File: src/rtl/cfgwin_pkg.sv
package cfgwin_pkg;
   localparam logic [7:0] OFF_SPACE = 8'h04;
   localparam logic [7:0] OFF_COUNT = 8'h08;
   localparam logic [7:0] OFF_OWNER = 8'h0C;
   localparam logic [7:0] OFF_XADDR = 8'h10;
   localparam logic [7:0] OFF_XDATA = 8'h14;

   localparam logic [2:0] ST_SUPPORTED   = 3'b001;
   localparam logic [2:0] ST_UNSUPPORTED = 3'b000;

   typedef enum logic [1:0] {
      XF_IDLE  = 2'd0,
      XF_STORE = 2'd1,
      XF_LOAD  = 2'd2
   } xfer_state_e;
endpackage

File: src/rtl/cfgwin_lock.sv
module cfgwin_lock #(
   parameter int unsigned ID_W = 32
) (
   input  logic            clk,
   input  logic            rst_n,
   input  logic            cnt_rd,
   input  logic            own_wr,
   input  logic [31:0]     own_wdata,
   output logic [ID_W-1:0] cnt_val,
   output logic [31:0]     own_val
);
   localparam logic [ID_W-1:0] CNT_TOP = '1;
   localparam logic [ID_W-1:0] CNT_ONE = ID_W'(1);

   if (ID_W < 2 || ID_W > 32) begin : g_bad_idw
      $error("cfgwin_lock: ID_W must lie in 2..32");
   end

   logic [ID_W-1:0] cnt_q;
   logic [31:0]     own_q;

   // Tag source: skips zero so a fetched tag can always take the lock.
   always_ff @(posedge clk) begin
      if (!rst_n) begin
         cnt_q <= CNT_ONE;
      end else if (cnt_rd) begin
         cnt_q <= (cnt_q == CNT_TOP) ? CNT_ONE : cnt_q + CNT_ONE;
      end
   end

   // Ownership word: only an empty lock or a release is honoured.
   always_ff @(posedge clk) begin
      if (!rst_n) begin
         own_q <= '0;
      end else if (own_wr && (own_q == '0 || own_wdata == '0)) begin
         own_q <= own_wdata;
      end
   end

   assign cnt_val = cnt_q;
   assign own_val = own_q;

   p_tag_nonzero_r1: assert property (@(posedge clk) disable iff (!rst_n)
      cnt_q != '0);
   p_tag_holds_r1: assert property (@(posedge clk) disable iff (!rst_n)
      !cnt_rd |=> $stable(cnt_q));
   p_owner_kept_r3: assert property (@(posedge clk) disable iff (!rst_n)
      (own_wr && own_q != '0 && own_wdata != '0) |=> $stable(own_q));
   p_owner_release_r3: assert property (@(posedge clk) disable iff (!rst_n)
      (own_wr && own_wdata == '0) |=> own_q == '0);
endmodule

File: src/rtl/cfgwin_xfer.sv
module cfgwin_xfer
   import cfgwin_pkg::*;
#(
   parameter int unsigned MEM_AW  = 4,
   parameter int unsigned MAX_LAT = 16,
   localparam int unsigned LAT_W  = $clog2(MAX_LAT)
) (
   input  logic              clk,
   input  logic              rst_n,
   input  logic [LAT_W-1:0]  lat_cfg,
   input  logic              xa_wr,
   input  logic              xa_flag,
   input  logic [29:0]       xa_addr,
   input  logic              xd_wr,
   input  logic [31:0]       xd_wdata,
   input  logic [31:0]       mem_rdata,
   output logic              busy,
   output logic              mem_we,
   output logic [MEM_AW-1:0] mem_idx,
   output logic [31:0]       mem_wdata,
   output logic [31:0]       xa_view,
   output logic [31:0]       xd_view
);
   if (MAX_LAT < 2 || (1 << LAT_W) != MAX_LAT) begin : g_bad_lat
      $error("cfgwin_xfer: MAX_LAT must be a power of two >= 2");
   end
   if (MEM_AW < 1 || MEM_AW > 30) begin : g_bad_aw
      $error("cfgwin_xfer: MEM_AW must lie in 1..30");
   end

   xfer_state_e      state_q;
   logic [LAT_W-1:0] wait_q;
   logic [29:0]      addr_q;
   logic             flag_q;
   logic [31:0]      data_q;
   logic             start;
   logic             finish;

   assign busy   = (state_q != XF_IDLE);
   assign start  = xa_wr && !busy;
   assign finish = busy && (wait_q == '0);

   always_ff @(posedge clk) begin
      if (!rst_n) begin
         state_q <= XF_IDLE;
         wait_q  <= '0;
         addr_q  <= '0;
         flag_q  <= 1'b0;
      end else if (start) begin
         addr_q  <= xa_addr;
         flag_q  <= xa_flag;
         wait_q  <= lat_cfg;
         state_q <= xa_flag ? XF_STORE : XF_LOAD;
      end else if (finish) begin
         // Flag sense inverts on completion: store ends at 0, load at 1.
         flag_q  <= (state_q == XF_LOAD);
         state_q <= XF_IDLE;
      end else if (busy) begin
         wait_q  <= wait_q - 1'b1;
      end
   end

   always_ff @(posedge clk) begin
      if (!rst_n) begin
         data_q <= '0;
      end else if (finish && state_q == XF_LOAD) begin
         data_q <= mem_rdata;
      end else if (xd_wr && !busy) begin
         data_q <= xd_wdata;
      end
   end

   assign mem_we    = finish && (state_q == XF_STORE);
   assign mem_idx   = addr_q[MEM_AW-1:0];
   assign mem_wdata = data_q;
   assign xa_view   = {flag_q, 1'b0, addr_q};
   assign xd_view   = data_q;

   // Latency window tracked by a counter rather than a deep $past.
   logic [LAT_W:0] run_q;
   always_ff @(posedge clk) begin
      if (!rst_n) run_q <= '0;
      else        run_q <= busy ? run_q + 1'b1 : '0;
   end

   p_store_flag_r5: assert property (@(posedge clk) disable iff (!rst_n)
      (state_q == XF_STORE) |-> flag_q);
   p_load_flag_r6: assert property (@(posedge clk) disable iff (!rst_n)
      (state_q == XF_LOAD) |-> !flag_q);
   p_lat_bound_r7: assert property (@(posedge clk) disable iff (!rst_n)
      run_q <= (LAT_W+1)'(MAX_LAT));
   p_addr_locked_r10: assert property (@(posedge clk) disable iff (!rst_n)
      busy |=> $stable(addr_q));
   p_data_locked_r10: assert property (@(posedge clk) disable iff (!rst_n)
      (busy && !finish) |=> $stable(data_q));
endmodule

File: src/rtl/cfgwin_space_mem.sv
module cfgwin_space_mem #(
   parameter int unsigned DEPTH      = 16,
   parameter bit          CLAIM_MODE = 1'b0,
   localparam int unsigned AW        = $clog2(DEPTH)
) (
   input  logic          clk,
   input  logic          rst_n,
   input  logic          we,
   input  logic [AW-1:0] idx,
   input  logic [31:0]   wdata,
   output logic [31:0]   rdata
);
   if (DEPTH < 2 || (1 << AW) != DEPTH) begin : g_bad_depth
      $error("cfgwin_space_mem: DEPTH must be a power of two >= 2");
   end

   logic [31:0] mem_q [DEPTH];

   assign rdata = mem_q[idx];

   if (CLAIM_MODE) begin : g_claim
      always_ff @(posedge clk) begin
         if (!rst_n) begin
            for (int i = 0; i < DEPTH; i++) mem_q[i] <= '0;
         end else if (we && (mem_q[idx] == '0 || wdata == '0)) begin
            mem_q[idx] <= wdata;
         end
      end

      p_claim_kept_r9: assert property (@(posedge clk) disable iff (!rst_n)
         (we && rdata != '0 && wdata != '0) |=> mem_q[$past(idx)] == $past(rdata));
   end else begin : g_plain
      always_ff @(posedge clk) begin
         if (!rst_n) begin
            for (int i = 0; i < DEPTH; i++) mem_q[i] <= '0;
         end else if (we) begin
            mem_q[idx] <= wdata;
         end
      end

      p_plain_store_r9: assert property (@(posedge clk) disable iff (!rst_n)
         we |=> mem_q[$past(idx)] == $past(wdata));
   end
endmodule

File: src/rtl/cfgwin_gateway.sv
module cfgwin_gateway
   import cfgwin_pkg::*;
#(
   parameter int unsigned          NUM_SPACES = 4,
   parameter logic [NUM_SPACES-1:0] SPACE_EN  = 4'b0111,
   parameter int unsigned          CLAIM_SPACE = 2,
   parameter int unsigned          MEM_DEPTH  = 16,
   parameter int unsigned          ID_W       = 32,
   parameter int unsigned          MAX_LAT    = 16,
   localparam int unsigned         MEM_AW     = $clog2(MEM_DEPTH),
   localparam int unsigned         LAT_W      = $clog2(MAX_LAT)
) (
   input  logic             clk,
   input  logic             rst_n,
   input  logic [LAT_W-1:0] lat_cfg,
   input  logic             req_valid,
   output logic             req_ready,
   input  logic             req_write,
   input  logic [7:0]       req_offset,
   input  logic [31:0]      req_wdata,
   output logic             rsp_valid,
   output logic [31:0]      rsp_rdata
);
   if (NUM_SPACES < 1 || NUM_SPACES > 65536) begin : g_bad_ns
      $error("cfgwin_gateway: NUM_SPACES out of range");
   end
   if (CLAIM_SPACE >= NUM_SPACES) begin : g_bad_claim
      $error("cfgwin_gateway: CLAIM_SPACE must be a valid space");
   end

   logic acc_rd, acc_wr;
   assign req_ready = 1'b1;
   assign acc_rd    = req_valid && !req_write;
   assign acc_wr    = req_valid &&  req_write;

   // Space select and support status.
   logic [15:0] space_q;
   logic        space_ok;
   always_ff @(posedge clk) begin
      if (!rst_n)                                 space_q <= '0;
      else if (acc_wr && req_offset == OFF_SPACE) space_q <= req_wdata[15:0];
   end
   always_comb begin
      space_ok = 1'b0;
      for (int s = 0; s < NUM_SPACES; s++)
         if (space_q == 16'(s) && SPACE_EN[s]) space_ok = 1'b1;
   end

   // Ownership lock and tag counter.
   logic [ID_W-1:0] cnt_val;
   logic [31:0]     own_val;
   cfgwin_lock #(.ID_W(ID_W)) u_lock (
      .clk       (clk),
      .rst_n     (rst_n),
      .cnt_rd    (acc_rd && req_offset == OFF_COUNT),
      .own_wr    (acc_wr && req_offset == OFF_OWNER),
      .own_wdata (req_wdata),
      .cnt_val   (cnt_val),
      .own_val   (own_val)
   );

   // Transfer engine.
   logic              busy, mem_we;
   logic [MEM_AW-1:0] mem_idx;
   logic [31:0]       mem_wdata, mem_rdata, xa_view, xd_view;
   logic              xa_wr;
   assign xa_wr = acc_wr && req_offset == OFF_XADDR;

   cfgwin_xfer #(.MEM_AW(MEM_AW), .MAX_LAT(MAX_LAT)) u_xfer (
      .clk       (clk),
      .rst_n     (rst_n),
      .lat_cfg   (lat_cfg),
      .xa_wr     (xa_wr),
      .xa_flag   (req_wdata[31]),
      .xa_addr   (req_wdata[29:0]),
      .xd_wr     (acc_wr && req_offset == OFF_XDATA),
      .xd_wdata  (req_wdata),
      .mem_rdata (mem_rdata),
      .busy      (busy),
      .mem_we    (mem_we),
      .mem_idx   (mem_idx),
      .mem_wdata (mem_wdata),
      .xa_view   (xa_view),
      .xd_view   (xd_view)
   );

   // Space captured at transfer start so later selects cannot redirect it.
   logic [15:0] act_space_q;
   always_ff @(posedge clk) begin
      if (!rst_n)             act_space_q <= '0;
      else if (xa_wr && !busy) act_space_q <= space_q;
   end

   logic [31:0] bank_rdata [NUM_SPACES];
   for (genvar s = 0; s < NUM_SPACES; s++) begin : g_bank
      if (SPACE_EN[s]) begin : g_on
         cfgwin_space_mem #(
            .DEPTH      (MEM_DEPTH),
            .CLAIM_MODE (s == CLAIM_SPACE)
         ) u_mem (
            .clk   (clk),
            .rst_n (rst_n),
            .we    (mem_we && act_space_q == 16'(s)),
            .idx   (mem_idx),
            .wdata (mem_wdata),
            .rdata (bank_rdata[s])
         );
      end else begin : g_off
         assign bank_rdata[s] = '0;
      end
   end

   always_comb begin
      mem_rdata = '0;
      for (int s = 0; s < NUM_SPACES; s++)
         if (act_space_q == 16'(s)) mem_rdata = bank_rdata[s];
   end

   // Read mux and response.
   logic [31:0] rd_mux;
   always_comb begin
      unique case (req_offset)
         OFF_SPACE: rd_mux = {(space_ok ? ST_SUPPORTED : ST_UNSUPPORTED), 13'b0, space_q};
         OFF_COUNT: rd_mux = 32'(cnt_val);
         OFF_OWNER: rd_mux = own_val;
         OFF_XADDR: rd_mux = xa_view;
         OFF_XDATA: rd_mux = xd_view;
         default:   rd_mux = '0;
      endcase
   end

   logic        rsp_valid_q;
   logic [31:0] rsp_rdata_q;
   always_ff @(posedge clk) begin
      if (!rst_n) begin
         rsp_valid_q <= 1'b0;
         rsp_rdata_q <= '0;
      end else begin
         rsp_valid_q <= acc_rd;
         if (acc_rd) rsp_rdata_q <= rd_mux;
      end
   end
   assign rsp_valid = rsp_valid_q;
   assign rsp_rdata = rsp_rdata_q;

   p_rsp_after_read_r12: assert property (@(posedge clk) disable iff (!rst_n)
      acc_rd |=> rsp_valid);
   p_rsp_none_r12: assert property (@(posedge clk) disable iff (!rst_n)
      !acc_rd |=> !rsp_valid);
   p_space_frozen_r8: assert property (@(posedge clk) disable iff (!rst_n)
      busy |=> $stable(act_space_q));
endmodule

File: config.mk
export PLATFORM = sky130hd
export DESIGN_NAME = cfgwin_gateway
export DESIGN_NICKNAME = d
export VERILOG_FILES = /design/src/rtl/cfgwin_pkg.sv /design/src/rtl/cfgwin_lock.sv /design/src/rtl/cfgwin_xfer.sv /design/src/rtl/cfgwin_space_mem.sv /design/src/rtl/cfgwin_gateway.sv
export SDC_FILE = /design/constraint.sdc
export NUM_CORES = 2
export LEC_CHECK = 0
export BUFFER_PORTS_ARGS = -buffer_cell sky130_fd_sc_hd__buf_2
export CAP_MARGIN = 20
export CORE_MARGIN = 5
export CORE_UTILIZATION = 62
export CTS_CLUSTER_DIAMETER = 100
export CTS_CLUSTER_SIZE = 20
export DETAILED_ROUTE_END_ITERATION = 10
export HOLD_SLACK_MARGIN = 0.12
export PLACE_DENSITY = 0.87
export REMOVE_ABC_BUFFERS = 1
export SLEW_MARGIN = 20
export SYNTH_ARGS = -nofsm -noshare
export SYNTH_HDL_FRONTEND = slang
export SYNTH_SLANG_ARGS = --single-unit
export TNS_END_PERCENT = 30
File: constraint.sdc
create_clock -name clk -period 13.6 [get_ports clk]
set_input_delay 0.68 -clock clk [delete_from_list [all_inputs] [get_ports clk]]
set_output_delay 0.68 -clock clk [all_outputs]
set_load 0.1 [all_outputs]
==> results.md <==
* Starting density of the core at 62.59%
* CTS sink cnt at 1,738
* PwrDens at 111.5 nW/µm²
* Core area at 127,800 µm²
* Xor and xnor area share after synthesis at 0.2736%
* LEAKAGE at 27.92 nW
* Slew headroom at 18.43%
* Critical Path RT at 13,950 ps
* Resized cells post-CTS at 0
* Synth cell types at 63
* WL final at 240,600 µm
* Via density at 7.235
* CTS Buf Count at 98
* Worst IR Drop VDD at 0.09211 mV
* Placed instance area at 81,900 µm²
* Die ar. at 136,400 µm²
* Placed Cells at 6,784
* Final hold violation count at 0
* Synth-to-Final Area Change at 5.909%
* Top post-synthesis cells by count: 1,536 x edfxtp_1, 1,044 x and2_1, 465 x clkbuf_1
* Clk root buf: clkbuf_16
* Row cnt at 131
* Die width at 369.3 µm
* Non-Filler Instances at 6,941
* Hold_buf cts at 0
* Synth Instances at 5,458
* Top-count cell post-synth: edfxtp_1
* Main synth FF type: edfxtp_1
* Clk buf depth at 3
* Final net count at 5,275
* Mux cell area share after synthesis at 14.14%
* GRT busiest layer: met2
* GRT Util Overall at 35.07%
* Routed wire length per instance at 34.66 µm
* DR iter-0 viols at 9,212
* Worst slew pin tran at 1224 ps
* Post-route ant nets at 0
* Final Total Pwr at 9.446 mW
* Clk slew on worst S/H paths at 90 ps
* Grt ovf at 0
* Worst-Skew Late Latency at 730 ps
* Share of cells above drive strength 1 at 18.36%
* Maximum level of the CTS H-tree at 3
* First-pass DRT Iterations at 6
* Simple-gate area share of the yosys netlist at 11.87%
* Vias post-DR at 50,220
* Final min period at 6269 ps
* Avg Inst Size Synth at 14.66 µm²
* GR Util met3 at 11.28%
* IO Pins at 82
* Peak fanout along the critical path at 47
* Final-report setup violation count at 0
* Seq/Total Area, Yosys at 62.69%
* RSZ-0062 raised after global routing: false
* CTS tree: done
* First-pass GRT wire length at 344,500 µm
* Synth Area in Adders at 0.04691%
* Top cells by area, synth: edfxtp_1 58%, mux4_2 12%, and2_1 8.2%, dfxtp_1 5.1%, a21boi_0 3.5%
* Initial antenna violation count at 15
* Post-synth top area share at 57.64%
* Crit share post-route at 46.09%
* #FFs+latches synth at 1,738
* M1 GR Usage at 44.91%
* Postcts setup bufs at 0
* Max_cap viols at 0
* Status: completed
* IO Port Bufs at 80
* Startpoint types: flop
* RePlAce Congestion at 1.021
* Crit path kind: flop to flop
* Worst hold path type: input port to flop
* Area of all placed cells without fillers at 84,750 µm²
* Worst setup EP type: flop
* Yosys warns at 0
* Worst Skew at 39.22 ps
* Largest net degree at the start of global routing at 68
* Max Slew Vio Count at 0
* Cell Area, Synth at 80,020 µm²
* Synth Area in Compound Gates at 7.833%
* Synth area leader: edfxtp_1
* Vias in the first global route at 49,290
* Largest family of logic cells by synthesized area: multiplexers
* DP HPWL at 141,800 µm
* Die height at 369.3 µm
* Async SR Flop Fraction at 0%
* EDFF count, synth at 1,536
* Worst path arrival time at 6620 ps
* Met2 usage at 52.93%
* DRC at 0
* F_max at 0.1595 GHz
-- state kept, by name, summed over array words and instances (netlist names), named ones only --
| name | flops |
|---|---|
| u_lock.own_val | 32 |
| rsp_rdata | 32 |
| u_xfer.state_q | 2 |
| space_q | 16 |
| act_space_q | 16 |
| u_xfer.addr_q | 30 |
| u_xfer.flag_q | 1 |
| u_xfer.wait_q | 4 |
| rsp_valid | 1 |
| u_xfer.mem_wdata | 32 |
| g_bank.g_on.u_mem.mem_q | 1536 |
| u_lock.cnt_val | 32 |
-- metrics by stage --
step                      worst slack, ps  hold WS, ps  utilization (%)  TNS [ps]
after global placement               6806        439.7            64.05         0
after detailed placement             6694        443.9            64.06         0
after global routing                 7213        259.0            66.27         0
after floorplan                     -8285        433.8                -  -7722820
after CTS                            6673        215.9            66.22         0
final                                7331        256.5            66.29         0
-- logic make-up after synthesis --
group / Yosys count
flip-flops: 1738
AO/OA/AOI/OAI: 877
XOR/XNOR: 25
multiplexers: 579
buffers and inverters: 586
other: 1
adder cells (fa/ha/maj): 3
AND/OR/NAND/NOR: 1649
-- final timing paths --
| path | startpoint | end | slack [ps] | depth (start not counted) |
|---|---|---|---|---|
| worst max-delay path | flop | g_bank[2].g_on.u_mem.mem_q[4][23] | 7330 | 9 |
| worst min-delay path | req_wdata[8] | u_xfer.addr_q[8] | 260 | 3 |
| worst max register to register | flop | g_bank[2].g_on.u_mem.mem_q[4][23] | 7330 | 9 |
| worst min register to register | u_xfer.addr_q[22] | u_xfer.addr_q[22] | 460 | 2 |
-- cell type report --
type                       instances  area (µm²)
timing repair buffer             243        1674
multi-input combinational       3134       27950
antenna                           11       27.53
tap                             1662        2079
clock inverter                     9       121.4
fill                            8307       43100
clock buffer                     135        2634
inverter                           9       41.29
sequential                      1738       50220
-- cell usage in the layout, fill, tap and decap left out, types with 16 or more instances in the layout --
cell          n
a211oi_1     21
a21boi_0    369
a21boi_1    122
a21boi_2     27
a21oi_1     101
a221oi_1     20
a22oi_1      26
a31oi_1      17
and2_1     1044
and3_1       25
buf_2        79
buf_4       159
clkbuf_1     35
clkbuf_16   100
dfxtp_1     167
dfxtp_2      31
edfxtp_1   1536
mux2i_1     125
mux4_2      440
nand2_1     198
nand3_1      42
nand4_1      30
nor2_1      135
nor2_2       19
nor3_1       37
nor4_1       34
o2111ai_1    16
o21ai_0      59
o21ai_4      34
o22ai_1      18
xor2_1       19
-- layer usage --
metal  part of all wire (%)  up-vias
li1                       -    19940
met1                     32    25060
met2                     45     4350
met3                     15      862
met4                    7.3        4
met5                 0.0096        -
-- worst max-delay path, cell delays in order (launching register included) --
cell     delay [ps]
dfxtp_4         880
buf_4           920
mux4_2          600
a22oi_1         590
nand2_1         190
or4_1           500
nor4_4          270
buf_4           380
nand4_4         560
nand3_2         920
-- where the power goes --
part           leakage (nW)  switching [mW]  internal [mW]
clock network          1.33            1.71           1.36
logic                  9.40           0.261         0.0990
registers              17.2          0.0625           5.96
total                  27.9            2.03           7.42
No activity file was read; power rests on OpenSTA's default activity.
